**config.mk**
```make
export PLATFORM = sky130hd
export DESIGN_NAME = coef_ctrl_loader
export DESIGN_NICKNAME = d
export VERILOG_FILES = /design/src/rtl/ldr_pkg.sv /design/src/rtl/ldr_fsm.sv /design/src/rtl/ldr_buffer.sv /design/src/rtl/ldr_commit.sv /design/src/rtl/coef_ctrl_loader.sv
export SDC_FILE = /design/constraint.sdc
export NUM_CORES = 1
export LEC_CHECK = 0
export CAP_MARGIN = 20
export CELL_PAD_IN_SITES_DETAIL_PLACEMENT = 0
export CELL_PAD_IN_SITES_GLOBAL_PLACEMENT = 1
export CORE_UTILIZATION = 52
export CTS_BUF_LIST = sky130_fd_sc_hd__clkbuf_16
export DETAILED_ROUTE_END_ITERATION = 12
export DONT_BUFFER_PORTS = 1
export GPL_ROUTABILITY_DRIVEN = 0
export PLACE_DENSITY = 0.82
export SLEW_MARGIN = 20
export SYNTH_ARGS = -nofsm -noshare
export SYNTH_HDL_FRONTEND = slang
export SYNTH_SLANG_ARGS = --single-unit
```
**constraint.sdc**
```tcl
create_clock -name ld_clk -period 2.3 [get_ports ld_clk]
set_clock_uncertainty 0.1 [all_clocks]
set_input_delay 0.115 -clock ld_clk [delete_from_list [all_inputs] [get_ports ld_clk]]
set_output_delay 0.115 -clock ld_clk [all_outputs]
set_load 0.02 [all_outputs]
```
**src/rtl/ldr_pkg.sv**
```systemverilog
`timescale 1ns/1ps
package ldr_pkg;

    typedef enum logic [1:0] {
        ST_UNARMED = 2'd0,
        ST_HEADER  = 2'd1,
        ST_DATA    = 2'd2
    } ldr_state_e;

endpackage

```
**src/rtl/ldr_fsm.sv**
```systemverilog
`timescale 1ns/1ps
module ldr_fsm
    import ldr_pkg::*;
#(
    parameter int NUM_BANKS = 4
) (
    input  logic                 clk,
    input  logic                 rst_n,
    input  logic                 ld_n,
    output logic                 hdr_en,
    output logic [NUM_BANKS-2:0] slot_en,
    output logic                 commit
);
    localparam int CNT_W = $clog2(NUM_BANKS);
    localparam logic [CNT_W-1:0] LAST_SLOT = CNT_W'(NUM_BANKS - 1);

    ldr_state_e       state_q, state_d;
    logic [CNT_W-1:0] cnt_q, cnt_d;

    // state register
    always_ff @(posedge clk or negedge rst_n) begin
        if (!rst_n) begin
            state_q <= ST_UNARMED;
            cnt_q   <= '0;
        end else begin
            state_q <= state_d;
            cnt_q   <= cnt_d;
        end
    end

    // transitions
    always_comb begin
        state_d = state_q;
        cnt_d   = cnt_q;
        unique case (state_q)
            ST_UNARMED: if (ld_n) state_d = ST_HEADER;
            ST_HEADER: begin
                if (!ld_n) begin
                    state_d = ST_DATA;
                    cnt_d   = '0;
                end
            end
            ST_DATA: begin
                if (ld_n || (cnt_q == LAST_SLOT)) state_d = ST_HEADER;
                else                              cnt_d   = cnt_q + 1'b1;
            end
            default: state_d = ST_UNARMED;
        endcase
    end

    // outputs
    always_comb begin
        hdr_en  = (state_q == ST_HEADER) && !ld_n;
        commit  = (state_q == ST_DATA) && !ld_n && (cnt_q == LAST_SLOT);
        slot_en = '0;
        for (int i = 0; i < NUM_BANKS - 1; i++) begin
            slot_en[i] = (state_q == ST_DATA) && !ld_n && (cnt_q == CNT_W'(i));
        end
    end


    unarmed_hold_chk: assert property (@(posedge clk) disable iff (!rst_n)
        (state_q == ST_UNARMED && !ld_n) |=> (state_q == ST_UNARMED));

    abort_to_header_chk: assert property (@(posedge clk) disable iff (!rst_n)
        ld_n |=> (state_q == ST_HEADER));

    commit_rearm_chk: assert property (@(posedge clk) disable iff (!rst_n)
        commit |=> (state_q == ST_HEADER));

    single_capture_chk: assert property (@(posedge clk) disable iff (!rst_n)
        $onehot0({hdr_en, slot_en, commit}));

endmodule

```
**src/rtl/ldr_buffer.sv**
```systemverilog
`timescale 1ns/1ps
module ldr_buffer #(
    parameter int WORD_W    = 12,
    parameter int ROW_W     = 8,
    parameter int NUM_BANKS = 4
) (
    input  logic                                 clk,
    input  logic                                 rst_n,
    input  logic [WORD_W-1:0]                    word_in,
    input  logic                                 hdr_en,
    input  logic [NUM_BANKS-2:0]                 slot_en,
    output logic                                 hdr_ctl,
    output logic [ROW_W-1:0]                     hdr_low,
    output logic [NUM_BANKS-2:0][WORD_W-1:0]     slot_q
);
    // header keeps only the bits that are decoded
    always_ff @(posedge clk or negedge rst_n) begin
        if (!rst_n) begin
            hdr_ctl <= 1'b0;
            hdr_low <= '0;
        end else if (hdr_en) begin
            hdr_ctl <= word_in[WORD_W-1];
            hdr_low <= word_in[ROW_W-1:0];
        end
    end

    for (genvar g = 0; g < NUM_BANKS - 1; g++) begin : g_slot
        always_ff @(posedge clk or negedge rst_n) begin
            if (!rst_n)          slot_q[g] <= '0;
            else if (slot_en[g]) slot_q[g] <= word_in;
        end
    end

endmodule

```
**src/rtl/ldr_commit.sv**
```systemverilog
`timescale 1ns/1ps
module ldr_commit #(
    parameter int WORD_W    = 12,
    parameter int ROW_W     = 8,
    parameter int NUM_BANKS = 4,
    parameter int REG_IDX_W = 4,
    parameter int REG_W     = 32
) (
    input  logic                             clk,
    input  logic                             rst_n,
    input  logic                             ld_n,
    input  logic                             commit,
    input  logic [WORD_W-1:0]                word_in,
    input  logic                             hdr_ctl,
    input  logic [ROW_W-1:0]                 hdr_low,
    input  logic [NUM_BANKS-2:0][WORD_W-1:0] slot_q,
    output logic                             coef_we,
    output logic [ROW_W-1:0]                 coef_row,
    output logic [NUM_BANKS-1:0][WORD_W-1:0] coef_wdata,
    output logic                             rnd_we,
    output logic [REG_IDX_W-1:0]             rnd_idx,
    output logic [REG_W-1:0]                 rnd_value,
    output logic                             lim_we,
    output logic [REG_IDX_W-1:0]             lim_idx,
    output logic [REG_W/2-1:0]               lim_lower,
    output logic [REG_W/2-1:0]               lim_upper
);
    localparam int BYTE_W  = REG_W / NUM_BANKS;
    localparam int HALF_W  = REG_W / 2;
    localparam int SEL_BIT = REG_IDX_W;

    logic [NUM_BANKS-1:0][WORD_W-1:0] all_words;
    logic [REG_W-1:0]                 reg_val;

    always_comb begin
        for (int i = 0; i < NUM_BANKS - 1; i++) all_words[i] = slot_q[i];
        all_words[NUM_BANKS-1] = word_in;
        for (int i = 0; i < NUM_BANKS; i++) begin
            reg_val[REG_W-1-i*BYTE_W -: BYTE_W] = all_words[i][BYTE_W-1:0];
        end
    end

    always_ff @(posedge clk or negedge rst_n) begin
        if (!rst_n) begin
            coef_we    <= 1'b0;
            coef_row   <= '0;
            coef_wdata <= '0;
            rnd_we     <= 1'b0;
            rnd_idx    <= '0;
            rnd_value  <= '0;
            lim_we     <= 1'b0;
            lim_idx    <= '0;
            lim_lower  <= '0;
            lim_upper  <= '0;
        end else begin
            coef_we <= 1'b0;
            rnd_we  <= 1'b0;
            lim_we  <= 1'b0;
            if (commit) begin
                if (!hdr_ctl) begin
                    coef_we    <= 1'b1;
                    coef_row   <= hdr_low;
                    coef_wdata <= all_words;
                end else if (hdr_low[SEL_BIT]) begin
                    lim_we     <= 1'b1;
                    lim_idx    <= hdr_low[REG_IDX_W-1:0];
                    lim_lower  <= reg_val[HALF_W-1:0];
                    lim_upper  <= reg_val[REG_W-1:HALF_W];
                end else begin
                    rnd_we     <= 1'b1;
                    rnd_idx    <= hdr_low[REG_IDX_W-1:0];
                    rnd_value  <= reg_val;
                end
            end
        end
    end


    one_target_chk: assert property (@(posedge clk) disable iff (!rst_n)
        $onehot0({coef_we, rnd_we, lim_we}));

    strobe_gap_chk: assert property (@(posedge clk) disable iff (!rst_n)
        (coef_we || rnd_we || lim_we) |=> !(coef_we || rnd_we || lim_we));

    idle_no_write_chk: assert property (@(posedge clk) disable iff (!rst_n)
        ld_n |=> !(coef_we || rnd_we || lim_we));

    last_bank_word_chk: assert property (@(posedge clk) disable iff (!rst_n)
        coef_we |-> (coef_wdata[NUM_BANKS-1] == $past(word_in)));

    lower_byte_chk: assert property (@(posedge clk) disable iff (!rst_n)
        lim_we |-> (lim_lower[BYTE_W-1:0] == $past(word_in[BYTE_W-1:0])));

endmodule

```
**src/rtl/coef_ctrl_loader.sv**
```systemverilog
`timescale 1ns/1ps
module coef_ctrl_loader #(
    parameter int WORD_W    = 12,
    parameter int ROW_W     = 8,
    parameter int NUM_BANKS = 4,
    parameter int REG_IDX_W = 4,
    parameter int REG_W     = 32
) (
    input  logic                             ld_clk,
    input  logic                             ld_rst_n,
    input  logic                             ld_n,
    input  logic [WORD_W-1:0]                word_in,
    output logic                             coef_we,
    output logic [ROW_W-1:0]                 coef_row,
    output logic [NUM_BANKS-1:0][WORD_W-1:0] coef_wdata,
    output logic                             rnd_we,
    output logic [REG_IDX_W-1:0]             rnd_idx,
    output logic [REG_W-1:0]                 rnd_value,
    output logic                             lim_we,
    output logic [REG_IDX_W-1:0]             lim_idx,
    output logic [REG_W/2-1:0]               lim_lower,
    output logic [REG_W/2-1:0]               lim_upper
);
    logic                             hdr_en;
    logic [NUM_BANKS-2:0]             slot_en;
    logic                             commit;
    logic                             hdr_ctl;
    logic [ROW_W-1:0]                 hdr_low;
    logic [NUM_BANKS-2:0][WORD_W-1:0] slot_q;

    ldr_fsm #(.NUM_BANKS(NUM_BANKS)) fsm_i (
        .clk     (ld_clk),
        .rst_n   (ld_rst_n),
        .ld_n    (ld_n),
        .hdr_en  (hdr_en),
        .slot_en (slot_en),
        .commit  (commit)
    );

    ldr_buffer #(.WORD_W(WORD_W), .ROW_W(ROW_W), .NUM_BANKS(NUM_BANKS)) buf_i (
        .clk     (ld_clk),
        .rst_n   (ld_rst_n),
        .word_in (word_in),
        .hdr_en  (hdr_en),
        .slot_en (slot_en),
        .hdr_ctl (hdr_ctl),
        .hdr_low (hdr_low),
        .slot_q  (slot_q)
    );

    ldr_commit #(
        .WORD_W(WORD_W), .ROW_W(ROW_W), .NUM_BANKS(NUM_BANKS),
        .REG_IDX_W(REG_IDX_W), .REG_W(REG_W)
    ) commit_i (
        .clk        (ld_clk),
        .rst_n      (ld_rst_n),
        .ld_n       (ld_n),
        .commit     (commit),
        .word_in    (word_in),
        .hdr_ctl    (hdr_ctl),
        .hdr_low    (hdr_low),
        .slot_q     (slot_q),
        .coef_we    (coef_we),
        .coef_row   (coef_row),
        .coef_wdata (coef_wdata),
        .rnd_we     (rnd_we),
        .rnd_idx    (rnd_idx),
        .rnd_value  (rnd_value),
        .lim_we     (lim_we),
        .lim_idx    (lim_idx),
        .lim_lower  (lim_lower),
        .lim_upper  (lim_upper)
    );

endmodule

```
# --- Word-level counts from Yosys, hierarchy flattened ---
# Cells that the tools add are included.
word_totals:
  ff_bits: 180
  latchBits: 0
  mem_bits_rw: 0
  rom_bits: 0
  inputBits: 15
  output_inout_bits: 131
  wordCells: 63
  memories: 0
op_classes:
  add_sub_neg: 1
  multipliers: 0
  div_mod_pow: 0
  n_lt_le_gt_ge: 0
  n_eq_ne: 9
  shift: 0
  mux: 15
  n_bitwise: 2
  reduce_logical: 16
op_table:
  columns: ["operator", "n"]
  rows:
  - ["AND reduction 3 bit", 4]
  - ["two-way mux 2 bit", 5]
  - ["two-way mux 1 bit", 8]
  - ["equality test 2 bit (second input constant)", 3]
  - ["logical AND 1 bit", 6]
  - ["!= test 2 bit (second input constant)", 3]
  - ["one-hot mux 2 bit (3 select lines)", 1]
  - ["equality test 2 x 1 -> 1 bit (second input constant)", 2]
  - ["zero test 2 bit", 2]
  - ["one-hot mux 2 bit (2 select lines)", 1]
  - ["adder 2 x 1 -> 2 bit (second input constant)", 1]
  - ["!= test 2 x 1 -> 1 bit (second input constant)", 1]
  - ["inverter 1 bit", 2]
  - ["AND reduction 2 bit", 1]
  - ["nonzero test 2 bit", 1]
  - ["zero test 1 bit", 1]
  - ["logical OR 1 bit", 1]

# --- Depth between registers and ports, before layout ---
logic_depth:
  word_depth: 4
  depth_mapped: 5
  ltp_nobuf: 5

# --- Cells and area by module ---
# Synthesis repeated with hierarchy kept, for this count alone.
hier_totals:
  hier_cells: 401
  area_unflattened_um2: 7055.5
by_module_without_submodules:
  columns: ["module", "n_inst", "cells_each", "area_per_inst_um2", "seq_area_each_um2"]
  rows:
  - ["ldr_commit", 1, 277, 4981.0, 3278.1]
  - ["ldr_buffer", 1, 94, 1790.5, 1126.1]
  - ["ldr_fsm", 1, 30, 284.0, 100.1]

# --- Least setup slack after synthesis ---
# OpenSTA, ideal clock, no wires.
synth_timing:
  path_type: "register to register"
  startpoint: "register fsm_i.state_q[0]"
  endpoint: "register commit_i.lim_idx[1]"
  setup_time_ps: 127
  arrival_ps: 1500
  required_time_ps: 2073
  path_slack_ps: 573
  path_stages_with_launch: 6
  n_path_buf: 2
  cell_sequence: "dfrtp_1 nor3b_4 and4_1 buf_4 buf_6 mux2_1"
synth_between:
  elab_chain_len: 4
synth_lines:
  columns: ["item", "line", "rtl"]
  rows:
  - ["start, declared", "ldr_fsm.sv:17", "ldr_state_e state_q, state_d;"]
  - ["start signal, assigned", "ldr_fsm.sv:26", "state_q <= state_d;"]
  - ["equality test 2 bit", "ldr_fsm.sv:54", "commit = (state_q == ST_DATA) && !ld_n && (cnt_q == LAST_SLOT);"]
  - ["logical AND 1 bit (2 in a row)", "ldr_fsm.sv:54", null]
  - ["AND reduction 3 bit (no source line)", null, null]
  - ["end signal, assigned", "ldr_commit.sv:66", "lim_idx <= hdr_low[REG_IDX_W-1:0];"]
  - ["end, declared", "ldr_commit.sv:24", "output logic [REG_IDX_W-1:0] lim_idx,"]
# Every way passes these cells.
# A chain may end at the register's enable or synchronous reset.

# --- Worst setup path in the final report ---
layout_timing:
  startpoint: "register fsm_i.cnt_q[0]"
  endpoint: "register commit_i.rnd_value[15]"
layout_between:
  elab_chain_len: 3
layout_lines:
  columns: ["item", "line", "rtl"]
  rows:
  - ["start, declared", "ldr_fsm.sv:18", "logic [CNT_W-1:0] cnt_q, cnt_d;"]
  - ["start signal, assigned", "ldr_fsm.sv:27", "cnt_q <= cnt_d;"]
  - ["equality test 2 bit", "ldr_fsm.sv:54", null]
  - ["logical AND 1 bit", "ldr_fsm.sv:54", null]
  - ["AND reduction 3 bit (no source line)", null, null]
  - ["end signal, assigned", "ldr_commit.sv:72", "rnd_value <= reg_val;"]
  - ["end, declared", "ldr_commit.sv:22", "output logic [REG_W-1:0] rnd_value,"]
# Every way passes these cells.

==> key figures <==
Clock network
  – Max Root-Sink Buffers: 2
  – Skew-Pair Late Insertion Delay: around 430 ps
  – Total CTS buffers: 17
  – CTS Sinks: 180
  – CTS root buf: clkbuf_16
  – Gates resized, CTS repair: 0
  – H-tree depth: 4
  – CTS tree: built
  – Worst-path clk slew: 60 ps
  – # Post-CTS Setup Buffers: 0
  – Post-CTS Hold Fix Bufs: 13

Route
  – DRT iter0 DRCs: ~140
  – Antenna-violating nets left: 0
  – Routed WL: 13600 um
  – Vias per inst: 5.67
  – Routed WL per cell: 22.4 um
  – Routed vias: 3461
  – DRC: 0
  – Detailed Routing Iterations Pass 1: 4

Global route
  – Gr ovfl total: 0
  – First-pass GRT wire length: 22000 um
  – GRT Util Overall: between 20% and 30%
  – Largest net degree at the start of global routing: about 180
  – Antenna violations before repair: 0
  – Number of global-route vias before repair: between 3000 and 4000

Synthesis
  – Count leader, synth: dfrtp_1
  – Post-synth EDFFs: 0
  – Synth Flop Type: dfrtp_1
  – Share of the synthesized area in the top cell type: between 60% and 70%
  – Dominant cells by area after synthesis: dfrtp_1 (65%), mux2_2 (14%), mux2_1 (9.4%)
  – Area of the mapped netlist: 6930 um^2
  – Fraction of the yosys area taken by sequential cells: 65.0%
  – Mapped Nets: 418
  – Synth unique cells: 22
  – Synth Register Bits: 180
  – Cell count after synthesis: between 300 and 400
  – Avg Inst Size Synth: approximately 17 um^2
  – Synth area leader: dfrtp_1
  – Synth cell count leaders: dfrtp_1 (180), mux2_2 (86), mux2_1 (58)
  – Warnings from Yosys: 0
  – Asr flop ratio synth: 100%

Floorplan
  – Core Area: 12800 um^2
  – Die Height: 117 um
  – Die area: 13800 um^2
  – Ports: between 100 and 150
  – Initial Utilization: ~54%
  – DIE WIDTH: 117 um
  – Row cnt: between 40 and 50

Finish
  – # diodes: 0
  – Share of layout cells above drive strength 1: 36.1%
  – Fin nets: 444
  – Fillers: a little under 1000
  – Area growth, synth to finish: 12.6%

Run
  – Number of max-cap violations: 0

Setup path
  – Critical-path maximum fanout: 22
  – Startpoint types: register
  – Crit end category: register
  – Setup CP Type: reg -> reg
  – CP arrival: about 2200 ps
  – Worst Path Required: roughly 2500 ps

Power
  – Power Total: 8.00 mW
  – Combinational share of power: about a tenth
  – Pwr dens: 1030 nW/um^2
  – Static leakage: just over 4 nW
  – Sequential share of power: a little under three fifths
  – Switch share: 27.0%
  – VDD IR max: roughly 490 uV
  – Internal: 5.84 mW
  – Sw power: between 2 and 2.5 mW
  – Clock share of power: 34.5%

STA
  – WHS: -715 ps
  – Fin crit share: 85.8%
  – Actual transition at the worst max-transition pin: 503 ps
  – Max Freq: roughly 500 MHz
  – RSZ-0062 raised after global routing: no
  – Setup violators final: 0
  – Fin Setup TNS: 0 ps
  – Fin. max-slew vios: 0
  – Final hold vios: 180
  – Period minus WS final: 1970 ps
  – Worst relative slew slack: approximately 66%
  – Setup WS post-layout: 327 ps

Hold path
  – HP Class: in -> async

Place
  – Setup WS pre-CTS: ~350 ps
  – HPWL Detailed: a little under 9000 um
  – Port bufs: 0

Run status
  – Failing checks: negative hold slack
  – Outcome: finished with violations
-- final timing paths --
| check | start | depth (start not counted) | to | slack [ps] |
|---|---|---|---|---|
| worst max-delay path | fsm_i.cnt_q[0] | 4 | commit_i.rnd_value[15] | 330 |
| worst min-delay path | ld_rst_n | 0 | commit_i.coef_wdata[33] | -720 |
| worst max register to register | fsm_i.cnt_q[0] | 4 | commit_i.rnd_value[15] | 330 |
| worst min register to register | buf_i.hdr_low[7] | 1 | commit_i.coef_row[7] | 410 |
| max in group asynchronous | ld_rst_n | 0 | commit_i.coef_wdata[5] | 2570 |
| min in group ld_clk | ld_n | 3 | buf_i.slot_q[11] | 60 |
-- per-stage QoR --
step	utilization [%]	instance area, um^2	hold slack [ps]	std cells
CTS	60.8	7800	-738	610
floorplan	-	6930	-281	399
finish	60.8	7800	-715	610
global route	60.8	7800	-740	610
global placement	55.4	7110	-277	565
detailed placement	55.4	7110	-277	565
-- cell type report --
| class | instances | area (um^2) | share of cell area [%] |
|---|---|---|---|
| inverter | 4 | 15.0 | 0.192 |
| clock buffer | 17 | 425 | 5.45 |
| multi-input combinational | 198 | 2260 | 29.0 |
| tap | 172 | 215 | 2.76 |
| clock inverter | 15 | 140 | 1.80 |
| timing repair buffer | 24 | 238 | 3.05 |
| sequential | 180 | 4500 | 57.7 |
-- power by group through the flow --
stage / Combinational [mW] / Sequential, mW / Clock, mW
global placement: 0.673 / 4.51 / 0
floorplan: 0.632 / 4.35 / 0
CTS: 0.771 / 4.49 / 2.83
finish: 0.758 / 4.48 / 2.76
global route: 0.833 / 4.57 / 2.95
detailed placement: 0.716 / 4.55 / 0
-- state kept, by name, summed over array words and instances (netlist names), 8 cells and up --
register and flops:
commit_i.coef_wdata 48, commit_i.coef_row 8, buf_i.slot_q 36, commit_i.lim_upper 16
buf_i.hdr_low 8, commit_i.rnd_value 32, commit_i.lim_lower 16
-- critical path, stage by stage (launching register included) --
cell and delay, ps:
dfrtp_1 450, ha_1 340, and4b_2 270, buf_4 310
mux2_2 380
-- routing by layer --
layer / global-route usage [%] / wire length, um / share of wire (%)
met1: 27.2 / 5790 / 42
met2: 33.4 / 6630 / 49
met3: 7.20 / 953 / 7.0
met4: 8.77 / 257 / 1.9
met5: 0 / 0 / 0
-- logic make-up (layout without fill, tap and decap cells) --
logic type / count (synthesis) / in the layout / share of synthesized area (%)
buffers and inverters: 21 / 60 / 2.36
AOI/OAI and AO/OA: 8 / 8 / 0.686
DFF: 180 / 180 / 65.0
and+or+nand+nor: 13 / 13 / 1.55
muxes: 173 / 173 / 29.7
adders and majority gates: 4 / 4 / 0.722
-- layout by cell type (no fill, tap or decap), types with 2 or more instances in the layout --
cell           instances
ha_1                   4
clkinv_4               2
inv_1                  5
clkinv_1               3
o2bb2ai_1              2
clkbuf_16             17
inv_6                  2
buf_12                 2
dfrtp_1              180
buf_4                  9
a21oi_1                5
mux2_4                29
bufinv_16              2
clkinv_2               3
nand2b_1               2
and2_1                 3
clkinvlp_4             2
mux2_2                86
dlygate4sd3_1         13
mux2_1                58
Power figures use the tool's default switching activity.
